### src/rtl/pwm_reload_pkg.sv
package pwm_reload_pkg;

    localparam int CTL_W   = 8;
    localparam int PAIRS   = 3;
    localparam int CODE_W  = 2;

    typedef struct packed {
        logic [CODE_W-1:0] rate;
        logic [PAIRS-1:0]  corr;   // corr[0] is pair 1
        logic [CODE_W-1:0] div;
    } ctl_fields_t;

    typedef enum logic {
        LD_COUNT,
        LD_FINAL
    } ld_state_e;

    typedef enum logic {
        OK_IDLE,
        OK_ARMED
    } ok_state_e;

    function automatic ctl_fields_t ctl_unpack(input logic [CTL_W-1:0] b);
        ctl_fields_t f;
        f.rate    = b[7:6];
        f.corr[0] = b[4];
        f.corr[1] = b[3];
        f.corr[2] = b[2];
        f.div     = b[1:0];
        return f;
    endfunction

    function automatic logic [CTL_W-1:0] ctl_pack(input ctl_fields_t f);
        logic [CTL_W-1:0] b;
        b      = '0;
        b[7:6] = f.rate;
        b[4]   = f.corr[0];
        b[3]   = f.corr[1];
        b[2]   = f.corr[2];
        b[1:0] = f.div;
        return b;
    endfunction

endpackage

### src/rtl/pwm_period_counter.sv
module pwm_period_counter #(
    parameter int PERIOD_W = 12,
    parameter int CODE_W   = 2
) (
    input  logic                clk,
    input  logic                rst_n,
    input  logic [PERIOD_W-1:0] period,
    input  logic [CODE_W-1:0]   div_code,
    output logic [PERIOD_W-1:0] count,
    output logic                wrap,
    output logic                cycle_start
);
    localparam int PS_W = (1 << CODE_W) - 1;

    logic [PS_W-1:0]     ps_cnt;
    logic [PS_W-1:0]     ps_last;
    logic [PERIOD_W-1:0] count_last;
    logic                tick;

    always_comb begin
        ps_last    = {PS_W{1'b1}} >> (PS_W - int'(div_code));
        count_last = (period == '0) ? '0 : period - PERIOD_W'(1);
        tick       = (ps_cnt >= ps_last);
        wrap       = tick && (count >= count_last);
    end

    always_ff @(posedge clk or negedge rst_n) begin
        if (!rst_n) begin
            ps_cnt      <= '0;
            count       <= '0;
            cycle_start <= 1'b0;
        end else begin
            cycle_start <= wrap;
            if (tick) begin
                ps_cnt <= '0;
                count  <= wrap ? '0 : count + PERIOD_W'(1);
            end else begin
                ps_cnt <= ps_cnt + PS_W'(1);
            end
        end
    end

    a_r3_start_at_zero: assert property (@(posedge clk) disable iff (!rst_n)
        cycle_start |-> (count == '0));

    a_r3_step_or_wrap: assert property (@(posedge clk) disable iff (!rst_n)
        !$stable(count) |-> ((count == $past(count) + PERIOD_W'(1)) || (count == '0)));

endmodule

### src/rtl/pwm_load_seq.sv
module pwm_load_seq
    import pwm_reload_pkg::*;
#(
    parameter int CODE_W = 2
) (
    input  logic              clk,
    input  logic              rst_n,
    input  logic              wrap,
    input  logic              cycle_start,
    input  logic [CODE_W-1:0] rate_buf,
    input  logic              load_ok_set,
    output logic [CODE_W-1:0] rate_work,
    output logic              reload,
    output logic              ok_armed
);
    localparam int LC_W = (1 << CODE_W) - 1;

    ld_state_e         ld_state, ld_next;
    ok_state_e         ok_state, ok_next;
    logic [LC_W-1:0]   lc, lc_next;
    logic [LC_W-1:0]   len_last;
    logic [CODE_W-1:0] rate_next;
    logic              reload_next;

    // state register process
    always_ff @(posedge clk or negedge rst_n) begin
        if (!rst_n) begin
            ld_state  <= LD_FINAL;
            ok_state  <= OK_IDLE;
            lc        <= '0;
            rate_work <= '0;
            reload    <= 1'b0;
        end else begin
            ld_state  <= ld_next;
            ok_state  <= ok_next;
            lc        <= lc_next;
            rate_work <= rate_next;
            reload    <= reload_next;
        end
    end

    // next-state and output process
    always_comb begin
        len_last    = {LC_W{1'b1}} >> (LC_W - int'(rate_work));
        ld_next     = ld_state;
        lc_next     = lc;
        rate_next   = rate_work;
        reload_next = 1'b0;
        unique case (ld_state)
            LD_COUNT: begin
                if (wrap) begin
                    lc_next = lc + LC_W'(1);
                    if (lc + LC_W'(1) == len_last) ld_next = LD_FINAL;
                end
            end
            LD_FINAL: begin
                if (wrap) begin
                    reload_next = 1'b1;
                    lc_next     = '0;
                    rate_next   = rate_buf;
                    ld_next     = (rate_buf == '0) ? LD_FINAL : LD_COUNT;
                end
            end
            default: ld_next = LD_FINAL;
        endcase

        ok_next = ok_state;
        unique case (ok_state)
            OK_IDLE:  if (load_ok_set) ok_next = OK_ARMED;
            OK_ARMED: if (reload_next && !load_ok_set) ok_next = OK_IDLE;
            default:  ok_next = OK_IDLE;
        endcase
        ok_armed = (ok_state == OK_ARMED);
    end

    a_r4_reload_with_start: assert property (@(posedge clk) disable iff (!rst_n)
        reload |-> cycle_start);

    a_r5_rate_moves_at_reload: assert property (@(posedge clk) disable iff (!rst_n)
        !$stable(rate_work) |-> reload);

    a_r7_ok_after_reload: assert property (@(posedge clk) disable iff (!rst_n)
        reload |-> (ok_armed == $past(load_ok_set)));

endmodule

### src/rtl/pwm_ctl_bank.sv
module pwm_ctl_bank
    import pwm_reload_pkg::*;
(
    input  logic              clk,
    input  logic              rst_n,
    input  logic              wr_en,
    input  logic [CTL_W-1:0]  wr_data,
    input  logic              wrap,
    input  logic              ok_armed,
    output logic [CTL_W-1:0]  rd_data,
    output logic [CODE_W-1:0] rate_buf,
    output logic [PAIRS-1:0]  corr_work,
    output logic [CODE_W-1:0] div_work
);
    ctl_fields_t shadow;

    always_ff @(posedge clk or negedge rst_n) begin
        if (!rst_n) begin
            shadow    <= '0;
            corr_work <= '0;
            div_work  <= '0;
        end else begin
            if (wr_en) shadow <= ctl_unpack(wr_data);
            if (wrap) begin
                corr_work <= shadow.corr;
                if (ok_armed) div_work <= shadow.div;
            end
        end
    end

    always_comb begin
        rd_data  = ctl_pack(shadow);
        rate_buf = shadow.rate;
    end

    a_r6_div_needs_ok: assert property (@(posedge clk) disable iff (!rst_n)
        !$stable(div_work) |-> ($past(wrap) && $past(ok_armed)));

    a_r8_corr_at_start: assert property (@(posedge clk) disable iff (!rst_n)
        !$stable(corr_work) |-> $past(wrap));

endmodule

### src/rtl/pwm_reload_ctl.sv
module pwm_reload_ctl
    import pwm_reload_pkg::*;
#(
    parameter int PERIOD_W = 12
) (
    input  logic                clk,
    input  logic                rst_n,
    input  logic                wr_en,
    input  logic [7:0]          wr_data,
    output logic [7:0]          rd_data,
    input  logic                load_ok_set,
    output logic                load_ok,
    input  logic [PERIOD_W-1:0] period,
    input  logic [2:0]          sw_corr,
    output logic [PERIOD_W-1:0] pwm_count,
    output logic                cycle_start,
    output logic                reload,
    output logic [1:0]          act_rate,
    output logic [1:0]          act_div,
    output logic [2:0]          pair_sel
);
    logic              wrap;
    logic              ok_armed;
    logic [CODE_W-1:0] rate_buf;
    logic [PAIRS-1:0]  corr_work;

    pwm_ctl_bank u_bank (
        .clk       (clk),
        .rst_n     (rst_n),
        .wr_en     (wr_en),
        .wr_data   (wr_data),
        .wrap      (wrap),
        .ok_armed  (ok_armed),
        .rd_data   (rd_data),
        .rate_buf  (rate_buf),
        .corr_work (corr_work),
        .div_work  (act_div)
    );

    pwm_period_counter #(.PERIOD_W(PERIOD_W), .CODE_W(CODE_W)) u_count (
        .clk         (clk),
        .rst_n       (rst_n),
        .period      (period),
        .div_code    (act_div),
        .count       (pwm_count),
        .wrap        (wrap),
        .cycle_start (cycle_start)
    );

    pwm_load_seq #(.CODE_W(CODE_W)) u_seq (
        .clk         (clk),
        .rst_n       (rst_n),
        .wrap        (wrap),
        .cycle_start (cycle_start),
        .rate_buf    (rate_buf),
        .load_ok_set (load_ok_set),
        .rate_work   (act_rate),
        .reload      (reload),
        .ok_armed    (ok_armed)
    );

    assign load_ok = ok_armed;

    generate
        for (genvar i = 0; i < PAIRS; i++) begin : g_pair
            assign pair_sel[i] = corr_work[i] & sw_corr[i];
        end
    endgenerate

    a_r9_sel_needs_sw: assert property (@(posedge clk) disable iff (!rst_n)
        (pair_sel & ~sw_corr) == '0);

endmodule

### config.mk
export PLATFORM = sky130hd
export DESIGN_NAME = pwm_reload_ctl
export DESIGN_NICKNAME = d
export VERILOG_FILES = /design/src/rtl/pwm_reload_pkg.sv /design/src/rtl/pwm_period_counter.sv /design/src/rtl/pwm_load_seq.sv /design/src/rtl/pwm_ctl_bank.sv /design/src/rtl/pwm_reload_ctl.sv
export SDC_FILE = /design/constraint.sdc
export NUM_CORES = 1
export LEC_CHECK = 0
export ABC_AREA = 1
export CAP_MARGIN = 20
export CORE_ASPECT_RATIO = 1.5
export CORE_MARGIN = 3
export CORE_UTILIZATION = 40
export CTS_CLUSTER_SIZE = 24
export DETAILED_ROUTE_END_ITERATION = 10
export PLACE_DENSITY_LB_ADDON = 0.1
export SYNTH_ARGS = -nofsm -noshare
export SYNTH_HDL_FRONTEND = slang
export SYNTH_SLANG_ARGS = --single-unit
### constraint.sdc
create_clock -name clk -period 2.4 [get_ports clk]
set_input_delay 0.36 -clock clk [delete_from_list [all_inputs] [get_ports clk]]
set_output_delay 0.36 -clock clk [all_outputs]
set_load 0.01 [all_outputs]
-- Word level (Yosys, flattened, before mapping)
Cells that the tools add are included.
- equal/unequal tests: 3
- shifts and indexed selects: 2
- bitwise operators: 5
- $lt $le $gt $ge: 2
- reductions and logical operators: 8
- add/sub/neg operators: 6
- mux-type cells: 16
- operator list (operator ; number):
    right shift 3 x 32 -> 3 bit, first input constant ; 2
    2-to-1 mux 12 bit ; 2
    adder 12 x 1 -> 12 bit, second input constant ; 1
    greater-or-equal comparator 12 bit ; 1
    zero test 12 bit ; 1
    subtractor 12 x 1 -> 12 bit, second input constant ; 1
    2-to-1 mux 3 bit ; 3
    2-to-1 mux 1 bit ; 8
    adder 3 x 1 -> 3 bit, second input constant ; 2
    case mux 3 bit (2 select lines) ; 1
    AND reduction 2 bit ; 3
    subtractor 2 x 2 -> 3 bit, first input constant ; 2
    != test 2 bit, second input constant ; 2
    case mux 1 bit (2 select lines) ; 2
    bitwise AND 1 bit ; 3
    equality test 3 bit ; 1
    greater-or-equal comparator 3 bit ; 1
    logical AND 1 bit ; 2
    zero test 2 bit ; 1
    NOT 1 bit ; 2
    zero test 1 bit ; 1
- bits of input ports: 27
- output and inout bits: 30
- word-level logic and storage cells: 55
- register bits after elaboration: 36

-- Logic depth before layout (Yosys ltp)
- word-level depth: 9
- depth in mapped cells: 18
- gate-level depth less buffers: 17

-- By module
Synthesis repeated with hierarchy kept, for this count alone.
- cell total of the unflattened synthesis: 321
- area total of the unflattened synthesis: 2428.6 um^2
- modules (own cells, without submodules) (module ; sequential area each (um^2) ; times used ; cells an instance ; area an instance (um^2)):
    pwm_period_counter ; 400.4 ; 1 ; 210 ; 1505.2
    pwm_ctl_bank ; 300.3 ; 1 ; 55 ; 508.0
    pwm_load_seq ; 201.4 ; 1 ; 50 ; 392.9
    pwm_reload_ctl ; 0.0 ; 1 ; 6 ; 22.5

-- Worst setup path before layout
No wires, ideal clock.
- path kind: input to register
- from: input port period[0]
- to: register u_count.count[0]
- stages on the path: 17
- library setup time: 0.117 ns
- path buffers: 2
- arrival time: 2.333 ns
- data required time: 2.283 ns
- setup slack: -0.050 ns
- cells stage by stage: inv_1 ha_1 nor3b_1 nand4_1 clkbuf_1 o211ai_1 ha_1 nand2_2 nor2_2 nand2_1 nor2_1 nand2_1 nand2_2 nand2_4 buf_8 nand3_2 nand2_1
- longest elaborated chain between the ends: 5
- elaborated cells between the ends (all ways): 6
- those cells by class: add/sub: 1; order compare: 1; mux: 2; reduce/logical: 2
- RTL lines (item ; line ; text):
    start, declared ; pwm_reload_ctl.sv:13 ; input logic [PERIOD_W-1:0] period,
    subtractor 12 x 1 -> 12 bit / zero test 12 bit (equally long branches) ; pwm_period_counter.sv:22 ; count_last = (period == '0) ? '0 : period - PERIOD_W'(1);
    2-to-1 mux 12 bit * ; pwm_period_counter.sv:22 ;
    greater-or-equal comparator 12 bit * ; pwm_period_counter.sv:24 ; wrap = tick && (count >= count_last);
    logical AND 1 bit * ; pwm_period_counter.sv:24 ;
    2-to-1 mux 12 bit * ; pwm_period_counter.sv:36 ; count <= wrap ? '0 : count + PERIOD_W'(1);
    end signal, assigned ; pwm_period_counter.sv:36 ;
    end, declared ; pwm_period_counter.sv:9 ; output logic [PERIOD_W-1:0] count,
Mark *: on every way between the ends. The rest lies on a longest branch, timed or not.
A chain may end at the register's enable or synchronous reset.

-- Final worst setup path
- from: input port period[2]
- to: register u_count.count[9]
The elaborated chain is that of the path after synthesis.

==> results.md <==
* Status: finished clean
* Top post-synthesis cells by count: 81 x nand2_1, 40 x inv_1, 35 x dfrtp_1, 28 x nor2_1, 20 x ha_1
* Layout cell share with drive strength beyond 1 at 0.296
* Initial antenna violation count at 0
* Worst stage delay on the critical path at 0.22 ns
* Chip Width at 68.6 um
* DRC viols at 0
* PwrDens at 841 mW/mm^2
* RePlAce Congestion at 0.733
* Die area at 0.00686 sq mm
* Max-Slew Margin vs Limit at 0.468
* Fmax at 441 MHz
* Delay-heaviest family, CP: buffers and inverters
* Crit Path Max Fanout at 7
* CTS tree: yes
* Most used cell, CP: buf_4
* First-pass GRT wire length at 9490 um
* EDFF count, synth at 0
* CTS H-tree depth at 2
* CP Capture Type: register
* Critical path class: in -> reg
* Worst slack, placed at -0.691 ns
* Post-synthesis sequential area ratio at 0.384
* Hold Path Class: in -> async
* Slew Viols, Final at 0
* WHS at 0.151 ns
* Synthesized instance count at 301
* Fillcell total at 494
* Final Setup Violations at 0
* Starting density of the core at 0.422
* Startpoint Class: input port
* Yosys reg bits at 36
* Setup tns final at 0 ns
* Antenna diode count at 0
* Synth unique cells at 30
* Vias in the first global route at 2229
* Slew @ Worst Pin at 0.798 ns
* TritonCTS Buffers at 5
* Power, Total at 3.01 mW
* Syn avg cell area at 7.81 sq um
* Clk buf depth at 2
* Total gr overflow at 0
* IO Pins at 57
* Routed Antenna Nets at 0
* Worst path cell trace: buf_4 -> nor2_4 -> buf_4 -> buf_4 -> buf_4 -> buf_4 -> buf_4 -> buf_4 -> a21oi_2 -> nand3b_1 -> ha_4 -> nand2_1 -> inv_1 -> nand2_1 -> nand2_1 -> nand2_1 -> nand2_2 -> nand2_4 -> buf_12 -> nand2_4 -> nor2_4
* DP HPWL at 4180 um
* Chip height at 99.9 um
* Leakage at 1.78 nW
* Final WS setup at 0.131 ns
* Crit-path slowest cell: ha_4
* Final wirelength at 5850 um
* Yosys top cell area share at 0.372
* CTS Root Cell: clkbuf_8
* Fin crit share at 0.945
* Critical path buffers and inverters at 9
* All-layer global routing usage at 0.179
* Reported max-cap violation count at 0
* Req. time, crit path at 2.63 ns
* Clock Latency Late Sink at 0.29 ns
* Predominant post-synthesis flop cell: dfrtp_1
* Min Tclk post-route at 2.27 ns
* Dominant cells by area after synthesis: dfrtp_1 37%, nand2_1 13%, ha_1 11%
* Via/cell ratio at 4.83
* Clock slew at reported path FFs at 0.07 ns
* Port bufs at 54
* Synthesized Nets at 348
* Wirelength per Cell at 12.5 um
* Growth of design area from synthesis to finish at 52.0%
* CORE AREA at 0.00557 sq mm
* Clk sink count at 36
* Setup Skew at 0.00711 ns
* Cell taking the most area after synthesis: dfrtp_1
* VDD IR max at 0.490 mV
* Via count at 2259
* Most frequent cell after synthesis: nand2_1
* Nets at 444
* Post-synthesis async set-or-reset flop share at 1.00
* Synthesized area at 0.00235 sq mm
* Rows at 33
* First DRT Iteration DRCs at 61
* Largest net degree at the start of global routing at 37
* Drt first pass iters at 4
* Data arrival, critical path at 2.50 ns
* Total of warnings raised by yosys at 0
* Final hold violations at 0
-- timing repair --
action,4_1_cts,5_1_grt
endpoints found under the setup margin,26,26
resized for setup,49,39
pin swaps,19,29
hold buffers,0,0
gates cloned,1,0
setup buffers,10,2
endpoints found under the hold margin,0,0
-- cells in the final DEF (no fill, tap or decap), drive strengths merged --
cell type | Yosys | layout
nand3b | 3 | 3
a21oi | 7 | 7
nand2 | 85 | 85
o21ai | 13 | 13
dfstp | 1 | 1
nor2 | 29 | 29
o211ai | 1 | 1
or2 | 3 | 3
ha | 20 | 20
dlygate4sd2 | 0 | 4
xor2 | 13 | 13
nor3b | 1 | 1
nand4 | 11 | 11
mux2 | 2 | 2
conb | 1 | 1
clkbuf | 2 | 9
clkdlybuf4s50 | 0 | 41
dfrtp | 35 | 35
clkinv | 0 | 2
inv | 41 | 41
buf | 4 | 45
nand3 | 21 | 21
nor3 | 6 | 6
clkdlybuf4s15 | 0 | 2
xnor2 | 2 | 2
-- cell type report --
type                            instances  area, sq um  share of cell area
Multi-Input combinational cell        218         1470               0.412
Sequential cell                        36          902               0.252
Clock inverter                          2         10.0             0.00280
Inverter                               41          156              0.0438
Clock buffer                            6         82.6              0.0231
Timing Repair Buffer                   95          865               0.242
Tap cell                               70         87.6              0.0245
-- cell families (layout without fill, tap and decap cells) --
| kind of cell | after synthesis | after routing | share of synthesized area |
|---|---|---|---|
| simple gates | 159 | 159 | 0.305 |
| buf+inv | 47 | 144 | 0.0824 |
| flops | 36 | 36 | 0.384 |
| compound gates | 21 | 21 | 0.0553 |
| fa+ha+maj | 20 | 20 | 0.106 |
| xor+xnor | 15 | 15 | 0.0559 |
| mux | 2 | 2 | 0.00957 |
| other cells | 1 | 1 | 0.00159 |
-- through the flow --
step	area, sq um	cells	utilization
floorplan	2350	301	-
global placement	3180	448	0.570
detailed placement	3180	448	0.570
CTS	3460	466	0.620
global route	3570	468	0.641
finish	3570	468	0.641
-- flip-flops by register name (all words and copies together), names as in the netlist --
| signal | count |
|---|---|
| u_seq.reload | 1 |
| u_seq.lc | 3 |
| u_seq.ld_state | 1 |
| u_bank.corr_work | 3 |
| u_bank.rate_buf | 2 |
| u_count.count | 12 |
| u_seq.rate_work | 2 |
| u_bank.div_work | 2 |
| u_count.cycle_start | 1 |
| u_seq.ok_armed | 1 |
| u_count.ps_cnt | 3 |
| u_bank.rd_data | 5 |
-- worst paths after layout --
check                                               start  slack [ns]  cells after the start                            end
hold reg to reg               u_count.ps_cnt[0]$_DFF_PN0_        0.47                      1    u_count.ps_cnt[0]$_DFF_PN0_
setup / recovery                                period[2]        0.13                     21   u_count.count[9]$_DFFE_PN0N_
max in group asynchronous                           rst_n        1.74                      1       u_seq.ok_armed$_DFF_PN0_
hold / removal                                      rst_n        0.15                      1  u_count.cycle_start$_DFF_PN0_
min in group clk              u_count.ps_cnt[0]$_DFF_PN0_        0.47                      1    u_count.ps_cnt[0]$_DFF_PN0_
setup reg to reg           u_bank.div_work[1]$_DFFE_PN0P_        0.43                      8   u_count.count[9]$_DFFE_PN0N_
-- per-layer routing --
metal  global-route usage  vias up  part of all wire
met5                    0        -                 0
met4               0.0766        0             0.024
met3               0.0302       12             0.042
met2                0.323       53              0.57
met1                0.197     1049              0.37
li1                     -     1145                 -
-- where the power goes --
| part | total (mW) | leakage, nW | switching, mW | internal (mW) |
|---|---|---|---|---|
| logic | 1.57 | 1.27 | 0.836 | 0.732 |
| registers | 0.990 | 0.459 | 0.207 | 0.783 |
| clock network | 0.448 | 0.0510 | 0.219 | 0.229 |
| total | 3.01 | 1.78 | 1.26 | 1.74 |
No activity file was read; power rests on OpenSTA's default activity.
